`src/rtl/dbk_pkg.sv`:
```
package dbk_pkg;
  // Snapshot of the comparator programming held between register writes.
  typedef struct packed {
    logic ld;
    logic st;
  } dbk_en_t;

  localparam int DBK_AW_DEF  = 32;
  localparam int DBK_FW_DEF  = 6;
  localparam int DBK_LD_DEF  = 30;
  localparam int DBK_ST_DEF  = 31;
endpackage

```
`src/rtl/dbk_mask_norm.sv`:
```
module dbk_mask_norm #(
  parameter int AW = 32,
  parameter int FW = 6
) (
  input  logic [FW-1:0] field_i,
  output logic [AW-1:0] mask_o,
  output logic          contig_o
);
  localparam int HI_W = AW - FW;

  // Force every bit above the field to one.
  function automatic logic [AW-1:0] widen(input logic [FW-1:0] f);
    return {{HI_W{1'b1}}, f};
  endfunction

  // Keep the leading run of ones from the MSB and clear everything below.
  function automatic logic [AW-1:0] lead_run(input logic [AW-1:0] m);
    logic [AW-1:0] r;
    logic          run;
    run = 1'b1;
    for (int i = AW - 1; i >= 0; i--) begin
      run  = run & m[i];
      r[i] = run;
    end
    return r;
  endfunction

  logic [AW-1:0] wide;
  logic [AW-1:0] inv;

  always_comb begin
    wide     = widen(field_i);
    inv      = ~wide;
    contig_o = ((inv + 1'b1) & inv) == '0;
    mask_o   = contig_o ? wide : lead_run(wide);
  end
endmodule

```
`src/rtl/dbk_regs.sv`:
```
module dbk_regs #(
  parameter int AW = 32,
  parameter int FW = 6,
  parameter int LD_BIT = 30,
  parameter int ST_BIT = 31
) (
  input  logic          clk,
  input  logic          rst_n,
  input  logic          wr_en,
  input  logic          wr_sel,
  input  logic [AW-1:0] wr_data,
  output logic [AW-1:0] addr_q,
  output logic [AW-1:0] ctrl_q,
  output logic          rearm_addr,
  output logic          reeval_ctrl
);
  localparam logic [AW-1:0] EN_BITS   = (AW'(1) << LD_BIT) | (AW'(1) << ST_BIT);
  localparam logic [AW-1:0] FLD_BITS  = AW'((1 << FW) - 1);
  localparam logic [AW-1:0] LIVE_BITS = EN_BITS | FLD_BITS;

  logic armed_now;
  assign armed_now   = ctrl_q[LD_BIT] | ctrl_q[ST_BIT];
  assign rearm_addr  = wr_en && !wr_sel && armed_now && (wr_data != addr_q);
  assign reeval_ctrl = wr_en && wr_sel && (((wr_data ^ ctrl_q) & LIVE_BITS) != '0);

  always_ff @(posedge clk) begin
    if (!rst_n) begin
      addr_q <= '0;
      ctrl_q <= '0;
    end else if (wr_en) begin
      if (wr_sel) ctrl_q <= wr_data;
      else        addr_q <= wr_data;
    end
  end

  // a write selects exactly one register; the other keeps its value
  a_r8_addr_kept: assert property (@(posedge clk) disable iff (!rst_n)
    (wr_en && wr_sel) |=> $stable(addr_q));
endmodule

```
`src/rtl/dbk_cmp.sv`:
```
module dbk_cmp
  import dbk_pkg::*;
#(
  parameter int AW = 32
) (
  input  logic          clk,
  input  logic          rst_n,
  input  logic          reeval_ctrl,
  input  logic          rearm_addr,
  input  dbk_en_t       new_en,
  input  logic [AW-1:0] new_mask,
  input  logic [AW-1:0] cur_addr,
  input  logic [AW-1:0] wr_data,
  input  logic          acc_valid,
  input  logic [AW-1:0] acc_addr,
  input  logic          acc_rd,
  input  logic          acc_wr,
  output dbk_en_t       arm_q,
  output logic [AW-1:0] base_q,
  output logic [AW-1:0] mask_q,
  output logic          brk_q
);
  logic dir_hit;
  logic addr_hit;

  assign dir_hit  = (acc_rd & arm_q.ld) | (acc_wr & arm_q.st);
  assign addr_hit = (acc_addr & mask_q) == base_q;

  always_ff @(posedge clk) begin
    if (!rst_n) begin
      arm_q  <= '0;
      base_q <= '0;
      mask_q <= '1;
      brk_q  <= 1'b0;
    end else begin
      brk_q <= acc_valid & dir_hit & addr_hit;
      if (reeval_ctrl) begin
        arm_q <= new_en;
        if (new_en.ld | new_en.st) begin
          base_q <= cur_addr & new_mask;
          mask_q <= new_mask;
        end
      end else if (rearm_addr) begin
        base_q <= wr_data & mask_q;
      end
    end
  end

  // a disarmed comparator never produces a break
  a_r5_disarmed_silent: assert property (@(posedge clk) disable iff (!rst_n)
    (!arm_q.ld && !arm_q.st) |=> !brk_q);
  // a break comes only from a valid access one cycle earlier
  a_r7_pulse_source: assert property (@(posedge clk) disable iff (!rst_n)
    brk_q |-> $past(acc_valid && (acc_rd || acc_wr)));
  // a break implies the previous access lay in the watched window
  a_r6_window_hit: assert property (@(posedge clk) disable iff (!rst_n)
    brk_q |-> $past(((acc_addr ^ base_q) & mask_q) == '0));
endmodule

```
`src/rtl/dbk_unit.sv`:
```
module dbk_unit
  import dbk_pkg::*;
#(
  parameter int AW     = DBK_AW_DEF,
  parameter int FW     = DBK_FW_DEF,
  parameter int LD_BIT = DBK_LD_DEF,
  parameter int ST_BIT = DBK_ST_DEF
) (
  input  logic          clk,
  input  logic          rst_n,
  input  logic          wr_en,
  input  logic          wr_sel,
  input  logic [AW-1:0] wr_data,
  input  logic          acc_valid,
  input  logic [AW-1:0] acc_addr,
  input  logic          acc_rd,
  input  logic          acc_wr,
  output logic          brk_o,
  output logic [AW-1:0] eff_mask_o
);
  localparam int HI_W = AW - FW;

  logic [AW-1:0] addr_q, ctrl_q;
  logic          rearm_addr, reeval_ctrl;
  logic [AW-1:0] new_mask;
  logic          cur_contig, new_contig;
  dbk_en_t       new_en, arm_q;
  logic [AW-1:0] base_q, mask_q;

  dbk_regs #(.AW(AW), .FW(FW), .LD_BIT(LD_BIT), .ST_BIT(ST_BIT)) u_regs (
    .clk(clk), .rst_n(rst_n), .wr_en(wr_en), .wr_sel(wr_sel),
    .wr_data(wr_data), .addr_q(addr_q), .ctrl_q(ctrl_q),
    .rearm_addr(rearm_addr), .reeval_ctrl(reeval_ctrl)
  );

  // Mask as programmed now (output) and as carried by a pending control write
  dbk_mask_norm #(.AW(AW), .FW(FW)) u_norm_cur (
    .field_i(ctrl_q[FW-1:0]), .mask_o(eff_mask_o), .contig_o(cur_contig)
  );
  dbk_mask_norm #(.AW(AW), .FW(FW)) u_norm_new (
    .field_i(wr_data[FW-1:0]), .mask_o(new_mask), .contig_o(new_contig)
  );

  assign new_en.ld = wr_data[LD_BIT];
  assign new_en.st = wr_data[ST_BIT];

  dbk_cmp #(.AW(AW)) u_cmp (
    .clk(clk), .rst_n(rst_n), .reeval_ctrl(reeval_ctrl), .rearm_addr(rearm_addr),
    .new_en(new_en), .new_mask(new_mask), .cur_addr(addr_q), .wr_data(wr_data),
    .acc_valid(acc_valid), .acc_addr(acc_addr), .acc_rd(acc_rd), .acc_wr(acc_wr),
    .arm_q(arm_q), .base_q(base_q), .mask_q(mask_q), .brk_q(brk_o)
  );

  // bits above the field are ones
  a_r2_upper_ones: assert property (@(posedge clk) disable iff (!rst_n)
    eff_mask_o[AW-1:FW] == {HI_W{1'b1}});
  // the driven mask is always one run of ones from the MSB
  a_r4_mask_contiguous: assert property (@(posedge clk) disable iff (!rst_n)
    (((~eff_mask_o + 1'b1) & ~eff_mask_o) == '0));
  // a control write touching no live bit leaves the comparator alone
  a_r8_ctrl_ignored: assert property (@(posedge clk) disable iff (!rst_n)
    (wr_en && wr_sel && !reeval_ctrl) |=> $stable({arm_q, base_q, mask_q}));
  // the first cycle out of reset is quiet
  a_r1_reset_quiet: assert property (@(posedge clk)
    !rst_n |=> !brk_o);

  logic unused_ok;
  assign unused_ok = new_contig ^ cur_contig;
endmodule

```
`config.mk`:
```
export PLATFORM = sky130hd
export DESIGN_NAME = dbk_unit
export DESIGN_NICKNAME = d
export VERILOG_FILES = /design/src/rtl/dbk_pkg.sv /design/src/rtl/dbk_mask_norm.sv /design/src/rtl/dbk_regs.sv /design/src/rtl/dbk_cmp.sv /design/src/rtl/dbk_unit.sv
export SDC_FILE = /design/constraint.sdc
export NUM_CORES = 1
export LEC_CHECK = 0
export ABC_CLOCK_PERIOD_IN_PS = 3900
export BUFFER_PORTS_ARGS = -buffer_cell sky130_fd_sc_hd__buf_2
export CORE_MARGIN = 4
export CORE_UTILIZATION = 34
export CTS_CLUSTER_DIAMETER = 100
export DETAILED_ROUTE_END_ITERATION = 7
export GPL_TIMING_DRIVEN = 0
export PLACE_DENSITY_LB_ADDON = 0.08
export SYNTH_ARGS = -nofsm -noshare
export SYNTH_HDL_FRONTEND = slang
export SYNTH_SLANG_ARGS = --single-unit
```
`constraint.sdc`:
```
create_clock -name clk -period 3.9 [get_ports clk]
set_input_delay 0.195 -clock clk [delete_from_list [all_inputs] [get_ports clk]]
set_output_delay 0.195 -clock clk [all_outputs]
set_load 0.05 [all_outputs]
```
==> reports/results.env, run 1 <==
NUMBER_OF_BUFFERS_CREATED_BY_CTS=9
MULTI_INPUT_COMB_AREA_MM2=0.00264
ROUTED_WIRE_LENGTH_PER_INSTANCE_UM=16.7
POWER_FRAC_SEQ_PCT=41.5
WORSTHOLDENDPOINT='u_regs.addr_q[13]'
GR-TOTAL-OVERFLOW=0
ASYNC_FLOP_SHARE_PCT=0
ROUTED-VIA-COUNT=3906
FRACTION_OF_THE_YOSYS_AREA_TAKEN_BY_SEQUENTIAL_CELLS_PCT=35.2
PORTBUFFERS=70
PLACEMENTROWS=42
H_TREE_LVLS=3
N_ANTENNA_CELL=0
SLEW_HEADROOM_PCT=48.5
P_COMB_SHARE_PCT=18.9
CP.ARRIVAL_NS=2.76
UNREPAIRED_SETUP_ENDPOINTS_AFTER_GLOBAL_ROUTING='no'
ROUTED_VIA_DENSITY=4.78
DIE_HEIGHT_UM=124
YS_FF_LATCH=81
SYNTHMOSTINSTANTIATEDCELL='sky130_fd_sc_hd__nand2_1'
DRT_FIRST_PASS_ITERS=4
CTS_TREE='yes'
IR_DROP_mV=0.150
SYNTHDOMINANTCELLAREASHARE_PCT=35.2
SYNTH_TOP_CELLS_BY_AREA='sky130_fd_sc_hd__dfxtp_1, sky130_fd_sc_hd__xor2_1, sky130_fd_sc_hd__nand2_1, sky130_fd_sc_hd__mux2i_1, sky130_fd_sc_hd__a21oi_1'
SYNTH-WARNING-COUNT=0
POST_CTS_RESIZED=0
GRT_START_MAX_NET_PINS=15
CRITPATHCAPTURETYPE='register'
TIMING.REG2REG.WORST_PATH_DEPTH=7
REGTOREGSETUPSLACK_NS=1.38
PLACE.DETAILED.HPWL_UM=10500
AREA_OF_THE_CORE_MM2=0.0132
YOSYS.AREA.TOP_TYPE='sky130_fd_sc_hd__dfxtp_1'
NETSWITCHINGFRACTION_PCT=29.6
WORST_HOLD_PATH_TYPE='input port to register'
FIRST_GLOBAL_VIAS=4008
CLK_TRANSITION_REPORTED_PATHS_NS=0.06
FINAL-SEQ-AREA_MM2=0.00162
IO_PINS=104
FIN_WS_NS=1.38
NUMCLOCKSINKS=81
INITIAL_UTILIZATION_PCT=34.8
TIMING.FINAL.MAX_SLEW_VIOLATIONS=0
CELLLEAKAGEPOWER_nW=2.59
SYNTH_TOP_FLOP_CELL='sky130_fd_sc_hd__dfxtp_1'
PLACEDCELLCOUNT=802
POST-CTS-SETUP-BUFFER-COUNT=0
SETUP_TNS_NS=0
FINAL_NET_COUNT=709
MAX_FREQ_GHz=0.397
NETLIST_AREA_MM2=0.00461
DETAIL_ROUTE.DRC_VIOLATIONS=0
RUN_STATUS='complete, no violations'
AREA_GROWTH_PCT=21.1
CRITPATHLAUNCHTYPE='register'
POSTCTSHOLDBUFS=0
POWERDENSITY_mW_PER_MM2=397
MAX_CAP_VIOLS=0
POST_SYNTH_NUM_CELL_TYPES=47
DR.FIRST_ITER.DRC_COUNT=182
WORST_MAX_SLEW_PIN_SLEW_NS=0.772
AVERAGE_CELL_AREA_AFTER_SYNTHESIS_UM2=8.67
CP-STARTPOINT='u_regs.addr_q[23]'
PLACE.GP.CONGESTION=0.814
GRT_USAGE_PCT=18.1
GRT_ANTENNA_BEFORE_REPAIR=0
HOLD_VIOL=0
FINALSETUPVIOLATIONS=0
TIMING.CRITICAL_PATH.FANOUT_MAX=10
FINALCOREUTILIZATION_PCT=42.1
WORST_SKEW_PAIR.LATE_LATENCY_NS=0.35
SYNTHESIS.INSTANCES=531
HP-START='wr_data[13]'
ANT_NETS=0
TIMING.CRITICAL_PATH.REQUIRED_NS=4.14
YOSYS-TOP-CELLS-COUNT='sky130_fd_sc_hd__nand2_1, sky130_fd_sc_hd__dfxtp_1, sky130_fd_sc_hd__a21oi_1'
CRITICAL_PATH_CLASS='register to register'
POWER.SHARE.CLOCK_PCT=39.7
DIE_AREA_MM2=0.0155
FINISH.CELL_COUNT_WITHOUT_FILLERS=818
RR_STARTPOINT='u_regs.addr_q[23]'
INTERNAL_POWER_W=0.00156
CHIP_WIDTH_UM=124
FINALCRITPERIODSHARE_PCT=64.5
CLOCK_ROOT_BUFFER_MASTER='sky130_fd_sc_hd__clkbuf_16'
POST-ROUTE-MIN-PERIOD_NS=2.52
SYNTH_ENABLE_FLOP_CELLS=0
FIN_SKEW_NS=0.00521
PRE_CTS_WS_NS=1.43
GRT_FIRST_PASS_WIRELENGTH_UM=21800
TOTAL_SWITCHING_POWER_W=0.000656
FILLERINSTANCES=1385
WORSTREG2REGEND='u_cmp.base_q[31]'
CLOCK_PATH_BUFFERS=2
FINALWIRELENGTH_UM=13600
LAYOUT_CELLS_SIZED_ABOVE_1_PCT=24.8
WORST_HOLD_PATH_CELLS=3
==> sequential cells by signal, indices dropped and copies added (netlist names) <==
name,flops
u_regs.addr_q,32
u_cmp.mask_q,6
u_cmp.brk_q,1
u_regs.ctrl_q,8
u_cmp.base_q,32
u_cmp.arm_q,2
==> layout make-up <==
cell class | count | share of cell area [%]
clock inverter | 6 | 1.19
timing repair buffer | 70 | 6.28
clock buffer | 10 | 4.29
multi-input combinational | 408 | 47.4
buffer | 65 | 7.68
tap | 176 | 3.95
inverter | 2 | 0.135
sequential | 81 | 29.1
==> power groups by stage <==
stage	clock network (W)	registers (W)	logic (W)
2_1_floorplan	0	0.000925	0.000305
3_3_place_gp	0	0.000936	0.000414
3_5_place_dp	0	0.000938	0.000418
4_1_cts	0.000901	0.000919	0.000420
5_1_grt	0.000928	0.000924	0.000459
6_report	0.000878	0.000919	0.000417
==> cells by family (layout without fill, tap and decap cells) <==
family                   after synthesis  count (layout)  share of synthesized area (%)
AND/OR/NAND/NOR                      176             176                           18.3
multiplexers                          28              28                           6.09
adder cells (fa/ha/maj)                1               1                          0.272
other                                  1              26                         0.0814
AO/OA/AOI/OAI                        106             106                           16.3
flip-flops                            81              81                           35.2
buffers and inverters                 67             153                           9.45
XOR/XNOR                              71              71                           14.3
==> stage by stage <==
step | power, W | hold slack [ns] | area (um2)
final | 0.00221 | 0.113 | 5580
after global routing | 0.00231 | 0.111 | 5580
after CTS | 0.00224 | 0.103 | 5580
after detailed placement | 0.00136 | 0.456 | 5270
after global placement | 0.00135 | 0.450 | 5270
after floorplan | 0.00123 | 0.331 | 4700
==> routing by layer <==
| metal | global-route usage [%] | wire length (um) |
|---|---|---|
| met5 | 0 | 0 |
| met3 | 3.26 | 658 |
| met4 | 7.22 | 176 |
| met2 | 29.3 | 6410 |
| met1 | 23.8 | 6410 |
==> worst max-delay path by stage <==
| stage | slack [ns] | depth (start not counted) | to |
|---|---|---|---|
| final | 1.38 | 7 | u_cmp.base_q[31] |
| after global routing | 1.32 | 7 | u_cmp.base_q[24] |
| after CTS | 1.43 | 7 | u_cmp.base_q[31] |
| after detailed placement | 1.43 | 7 | u_cmp.base_q[31] |
| after global placement | 1.44 | 7 | u_cmp.base_q[31] |
| after floorplan | 1.78 | 3 | eff_mask_o[0] |
==> cells in the final DEF (no fill, tap or decap), types with 2 or more instances in the layout <==
cell / Yosys / layout
sky130_fd_sc_hd__nand2_1: 99 / 99
sky130_fd_sc_hd__buf_2: 13 / 83
sky130_fd_sc_hd__dfxtp_1: 81 / 81
sky130_fd_sc_hd__a21oi_1: 47 / 47
sky130_fd_sc_hd__xor2_1: 46 / 46
sky130_fd_sc_hd__mux2i_1: 28 / 28
sky130_fd_sc_hd__buf_4: 27 / 27
sky130_fd_sc_hd__conb_1: 1 / 26
sky130_fd_sc_hd__xnor2_1: 20 / 20
sky130_fd_sc_hd__clkbuf_1: 17 / 17
sky130_fd_sc_hd__o21ai_1: 17 / 17
sky130_fd_sc_hd__o211a_1: 16 / 16
sky130_fd_sc_hd__nor2_1: 12 / 12
sky130_fd_sc_hd__nor3_1: 12 / 12
sky130_fd_sc_hd__nor4_1: 11 / 11
sky130_fd_sc_hd__a211oi_2: 11 / 11
sky130_fd_sc_hd__nand4_1: 9 / 9
sky130_fd_sc_hd__clkbuf_16: 0 / 9
sky130_fd_sc_hd__nand3_1: 8 / 8
sky130_fd_sc_hd__and3_1: 5 / 5
sky130_fd_sc_hd__and2_1: 5 / 5
sky130_fd_sc_hd__buf_6: 5 / 5
sky130_fd_sc_hd__xor2_2: 5 / 5
sky130_fd_sc_hd__nor4_2: 3 / 3
sky130_fd_sc_hd__o21ai_0: 3 / 3
sky130_fd_sc_hd__o31ai_1: 3 / 3
sky130_fd_sc_hd__o221ai_1: 3 / 3
sky130_fd_sc_hd__clkinvlp_4: 0 / 3
sky130_fd_sc_hd__buf_1: 2 / 2
sky130_fd_sc_hd__nor2b_1: 2 / 2
sky130_fd_sc_hd__nor3b_1: 2 / 2
==> worst max-delay path, cell delays in order (launching register included) <==
cell	delay, ns
sky130_fd_sc_hd__dfxtp_1	0.35
sky130_fd_sc_hd__xor2_2	0.19
sky130_fd_sc_hd__nor4_2	0.49
sky130_fd_sc_hd__nand4_1	0.33
sky130_fd_sc_hd__o31ai_4	0.46
sky130_fd_sc_hd__nand2_4	0.18
sky130_fd_sc_hd__buf_6	0.20
sky130_fd_sc_hd__o211a_1	0.21
No activity file was read; power rests on OpenSTA's default activity.
==> run 2: changes to the inputs <==
--- a/config.mk
+++ b/config.mk
@@ -5,7 +5,7 @@
 export SDC_FILE = /design/constraint.sdc
 export NUM_CORES = 1
 export LEC_CHECK = 0
-export ABC_CLOCK_PERIOD_IN_PS = 3900
+export ABC_CLOCK_PERIOD_IN_PS = 2400
 export BUFFER_PORTS_ARGS = -buffer_cell sky130_fd_sc_hd__buf_2
 export CORE_MARGIN = 4
 export CORE_UTILIZATION = 34
==> constraint.sdc (replaced) <==
create_clock -name clk -period 2.4 [get_ports clk]
set_input_delay 0.12 -clock clk [delete_from_list [all_inputs] [get_ports clk]]
set_output_delay 0.12 -clock clk [all_outputs]
set_load 0.05 [all_outputs]
==> run 2 against run 1 <==
Sequential share of layout area shrank 0.12 points. Via count grew 1.2%. Critical path depth grew 1. Clock power grew 63%. Fmax grew 11%. Sequential power grew 62%. Die area is the same. Final area grew 0.43%. Non-clock buffer count grew 2. Combinational power grew 64%. Power grew 63%. Highest routed layer unchanged.
==> reports/results.env, run 2 (synthesis gave the netlist of run 1 again) <==
MAX_FREQ_GHz=0.440  # +11%
POSTPLACECELLAREA_MM2=0.00527  # unchanged
POST-ROUTE-MIN-PERIOD_NS=2.27  # -0.244 ns
LAYOUT_CELLS_SIZED_ABOVE_1_PCT=25.0  # +0.23 points
PLACE.GP.CONGESTION=0.814  # unchanged
GR-TOTAL-OVERFLOW=0  # unchanged
N_ANTENNA_CELL=0  # unchanged
FILLERINSTANCES=1381  # -0.29%
ROUTED_WIRE_LENGTH_PER_INSTANCE_UM=16.7  # +0.13%
CELLLEAKAGEPOWER_nW=2.60  # +0.38%
FIRST_GLOBAL_VIAS=4011  # +0.075%
CTS_TREE='yes'
H_TREE_LVLS=3  # unchanged
RUN_STATUS='complete, no violations'
UNREPAIRED_SETUP_ENDPOINTS_AFTER_GLOBAL_ROUTING='no'
INITIAL_UTILIZATION_PCT=34.8  # unchanged
PLACE.DETAILED.HPWL_UM=10500  # unchanged
FINALSETUPVIOLATIONS=0  # unchanged
DIE_AREA_MM2=0.0155  # unchanged
FIN_SKEW_NS=0.00450  # -0.000710 ns
PLACEMENTROWS=42  # unchanged
CHIP_WIDTH_UM=124  # unchanged
MAX_CAP_VIOLS=0  # unchanged
IO_PINS=104  # unchanged
AREA_GROWTH_PCT=21.6
ROUTED-VIA-COUNT=3951  # +1.2%
FINAL_NET_COUNT=711  # +0.28%
CLOCK_PATH_BUFFERS=2  # unchanged
CLOCK_ROOT_BUFFER_MASTER='sky130_fd_sc_hd__clkbuf_16'
NUMCLOCKSINKS=81  # unchanged
CRITPATHCAPTURETYPE='register'
TIMING.FINAL.MAX_SLEW_VIOLATIONS=0  # unchanged
PRE_CTS_WS_NS=-0.0663  # -1.50 ns
FINALCRITPERIODSHARE_PCT=94.7  # +30 points
POWER_FRAC_SEQ_PCT=41.4  # about the same
GRT_MET1_USAGE_PCT=23.8  # unchanged
CRITPATHLAUNCHTYPE='register'
LAYOUT_COMMONEST_CELL='sky130_fd_sc_hd__nand2_1'
GRT_ANTENNA_BEFORE_REPAIR=0  # unchanged
GRT_FIRST_PASS_WIRELENGTH_UM=21800  # unchanged
FIN_WS_NS=0.128  # -1.26 ns
MOST_HEAVILY_USED_METAL_LAYER_IN_GLOBAL_ROUTING='met2'
USE_MET3_PCT=3.26  # unchanged
NUMBER_OF_BUFFERS_CREATED_BY_CTS=9  # unchanged
POWER.SHARE.CLOCK_PCT=39.6  # about the same
WORST_HOLD_PATH_TYPE='input port to register'
TIMING.CRITICAL_PATH.FANOUT_MAX=10  # unchanged
GRT_UTIL_MET2_PCT=29.3  # unchanged
GRT_START_MAX_NET_PINS=15  # unchanged
GRT_USAGE_PCT=18.1  # unchanged
INTERNAL_POWER_W=0.00253  # +63%
FINAL_CELL_MIX='sky130_fd_sc_hd__nand2_1, sky130_fd_sc_hd__buf_2, sky130_fd_sc_hd__dfxtp_1'
CP.ARRIVAL_NS=2.51  # -0.25 ns
P_COMB_SHARE_PCT=19.0  # about the same
TOTAL_SWITCHING_POWER_W=0.00107  # +63%
WORST_SKEW_PAIR.LATE_LATENCY_NS=0.35  # about the same
POWERDENSITY_mW_PER_MM2=643  # +62%
FINAL_AREA_MM2=0.00560  # +0.43%
NETSWITCHINGFRACTION_PCT=29.7  # +0.058 points
AREA_OF_THE_CORE_MM2=0.0132  # unchanged
IR_DROP_mV=0.243  # +62%
DETAIL_ROUTE.DRC_VIOLATIONS=0  # unchanged
HOLD_VIOL=0  # unchanged
HOLD_WS_NS=0.0385  # -0.0746 ns
ANT_NETS=0  # unchanged
DRT_FIRST_PASS_ITERS=4  # unchanged
DR.FIRST_ITER.DRC_COUNT=171  # -6.0%
FINALWIRELENGTH_UM=13700  # +0.37%
WORST_MAX_SLEW_PIN_SLEW_NS=0.780  # +0.00813 ns
CRITICAL_PATH_CLASS='register to register'
CLK_TRANSITION_REPORTED_PATHS_NS=0.06  # about the same
REG_TOP3='u_cmp.base_q (32), u_regs.addr_q (32), u_regs.ctrl_q (8)'
TIMING.CRITICAL_PATH.REQUIRED_NS=2.64  # -1.50 ns
POSTCTSHOLDBUFS=0  # unchanged
ROUTED_VIA_DENSITY=4.82  # +0.91%
SLEW_HEADROOM_PCT=48.0  # -0.54 points
PORTBUFFERS=70  # unchanged
DIE_HEIGHT_UM=124  # unchanged
==> run 2: cell count changes in the layout (fill, tap and decap cells not counted), sizes merged <==
cell	change
buf	+2
==> run 2: cell type report <==
class / instances / area [um2] / share of cell area, %
Clock buffer: 10 / 239 / 4.27
Buffer: 65 / 428 / 7.64
Tap cell: 176 / 220 / 3.93
Sequential cell: 81 / 1620 / 29.0
Inverter: 2 / 7.51 / 0.134
Clock inverter: 6 / 66.3 / 1.18
Multi-Input combinational cell: 408 / 2650 / 47.4
Timing Repair Buffer: 72 / 365 / 6.53
==> run 2: critical path: stages, from the launching register on <==
cell	delay, ns
sky130_fd_sc_hd__dfxtp_1	0.34
sky130_fd_sc_hd__xor2_2	0.22
sky130_fd_sc_hd__nor4_4	0.37
sky130_fd_sc_hd__nand4_1	0.24
sky130_fd_sc_hd__buf_4	0.21
sky130_fd_sc_hd__o31ai_4	0.22
sky130_fd_sc_hd__nand2_4	0.16
sky130_fd_sc_hd__buf_6	0.19
sky130_fd_sc_hd__o211a_1	0.20
==> run 2: per-stage QoR <==
stage	setup TNS [ns]	total power [W]	util (%)	instances
global placement	-0.474	0.00219	39.8	802
CTS	0	0.00364	42.2	819
floorplan	0	0.00200	-	556
detailed placement	-0.505	0.00220	39.8	802
finish	0	0.00360	42.3	820
global route	0	0.00376	42.3	820
==> run 2: power by group through the flow <==
stage / sequential, W / combinational (W) / clock [W]
3_3_place_gp: 0.00152 / 0.000672 / 0
4_1_cts: 0.00149 / 0.000684 / 0.00146
2_1_floorplan: 0.00150 / 0.000496 / 0
6_report: 0.00149 / 0.000683 / 0.00143
3_5_place_dp: 0.00152 / 0.000680 / 0
5_1_grt: 0.00150 / 0.000750 / 0.00151
==> run 2: repair_timing <==
| item | 4_1_cts | 5_1_grt |
|---|---|---|
| pin swaps | 1 | 1 |
| gates resized for setup | 0 | 1 |
| gates cloned | 0 | 0 |
| endpoints found under the setup margin | 14 | 30 |
| buffers inserted | 1 | 1 |
==> run 2: routing by layer <==
| metal | vias to the layer above | part of all wire (%) |
|---|---|---|
| li1 | 1984 | - |
| met1 | 1862 | 47 |
| met2 | 91 | 47 |
| met3 | 14 | 4.0 |
| met4 | 0 | 1.6 |
| met5 | - | 0 |
==> run 2: path summary, 6_finish.rpt <==
kind                                        from  cells after the start  slack, ns           endpoint
worst max register to register  u_regs.addr_q[7]                      8       0.13   u_cmp.base_q[25]
worst min-delay path                 wr_data[13]                      3       0.04  u_regs.addr_q[13]
worst max-delay path            u_regs.addr_q[7]                      8       0.13   u_cmp.base_q[25]
worst min register to register  u_regs.addr_q[5]                      2       0.47   u_regs.addr_q[5]
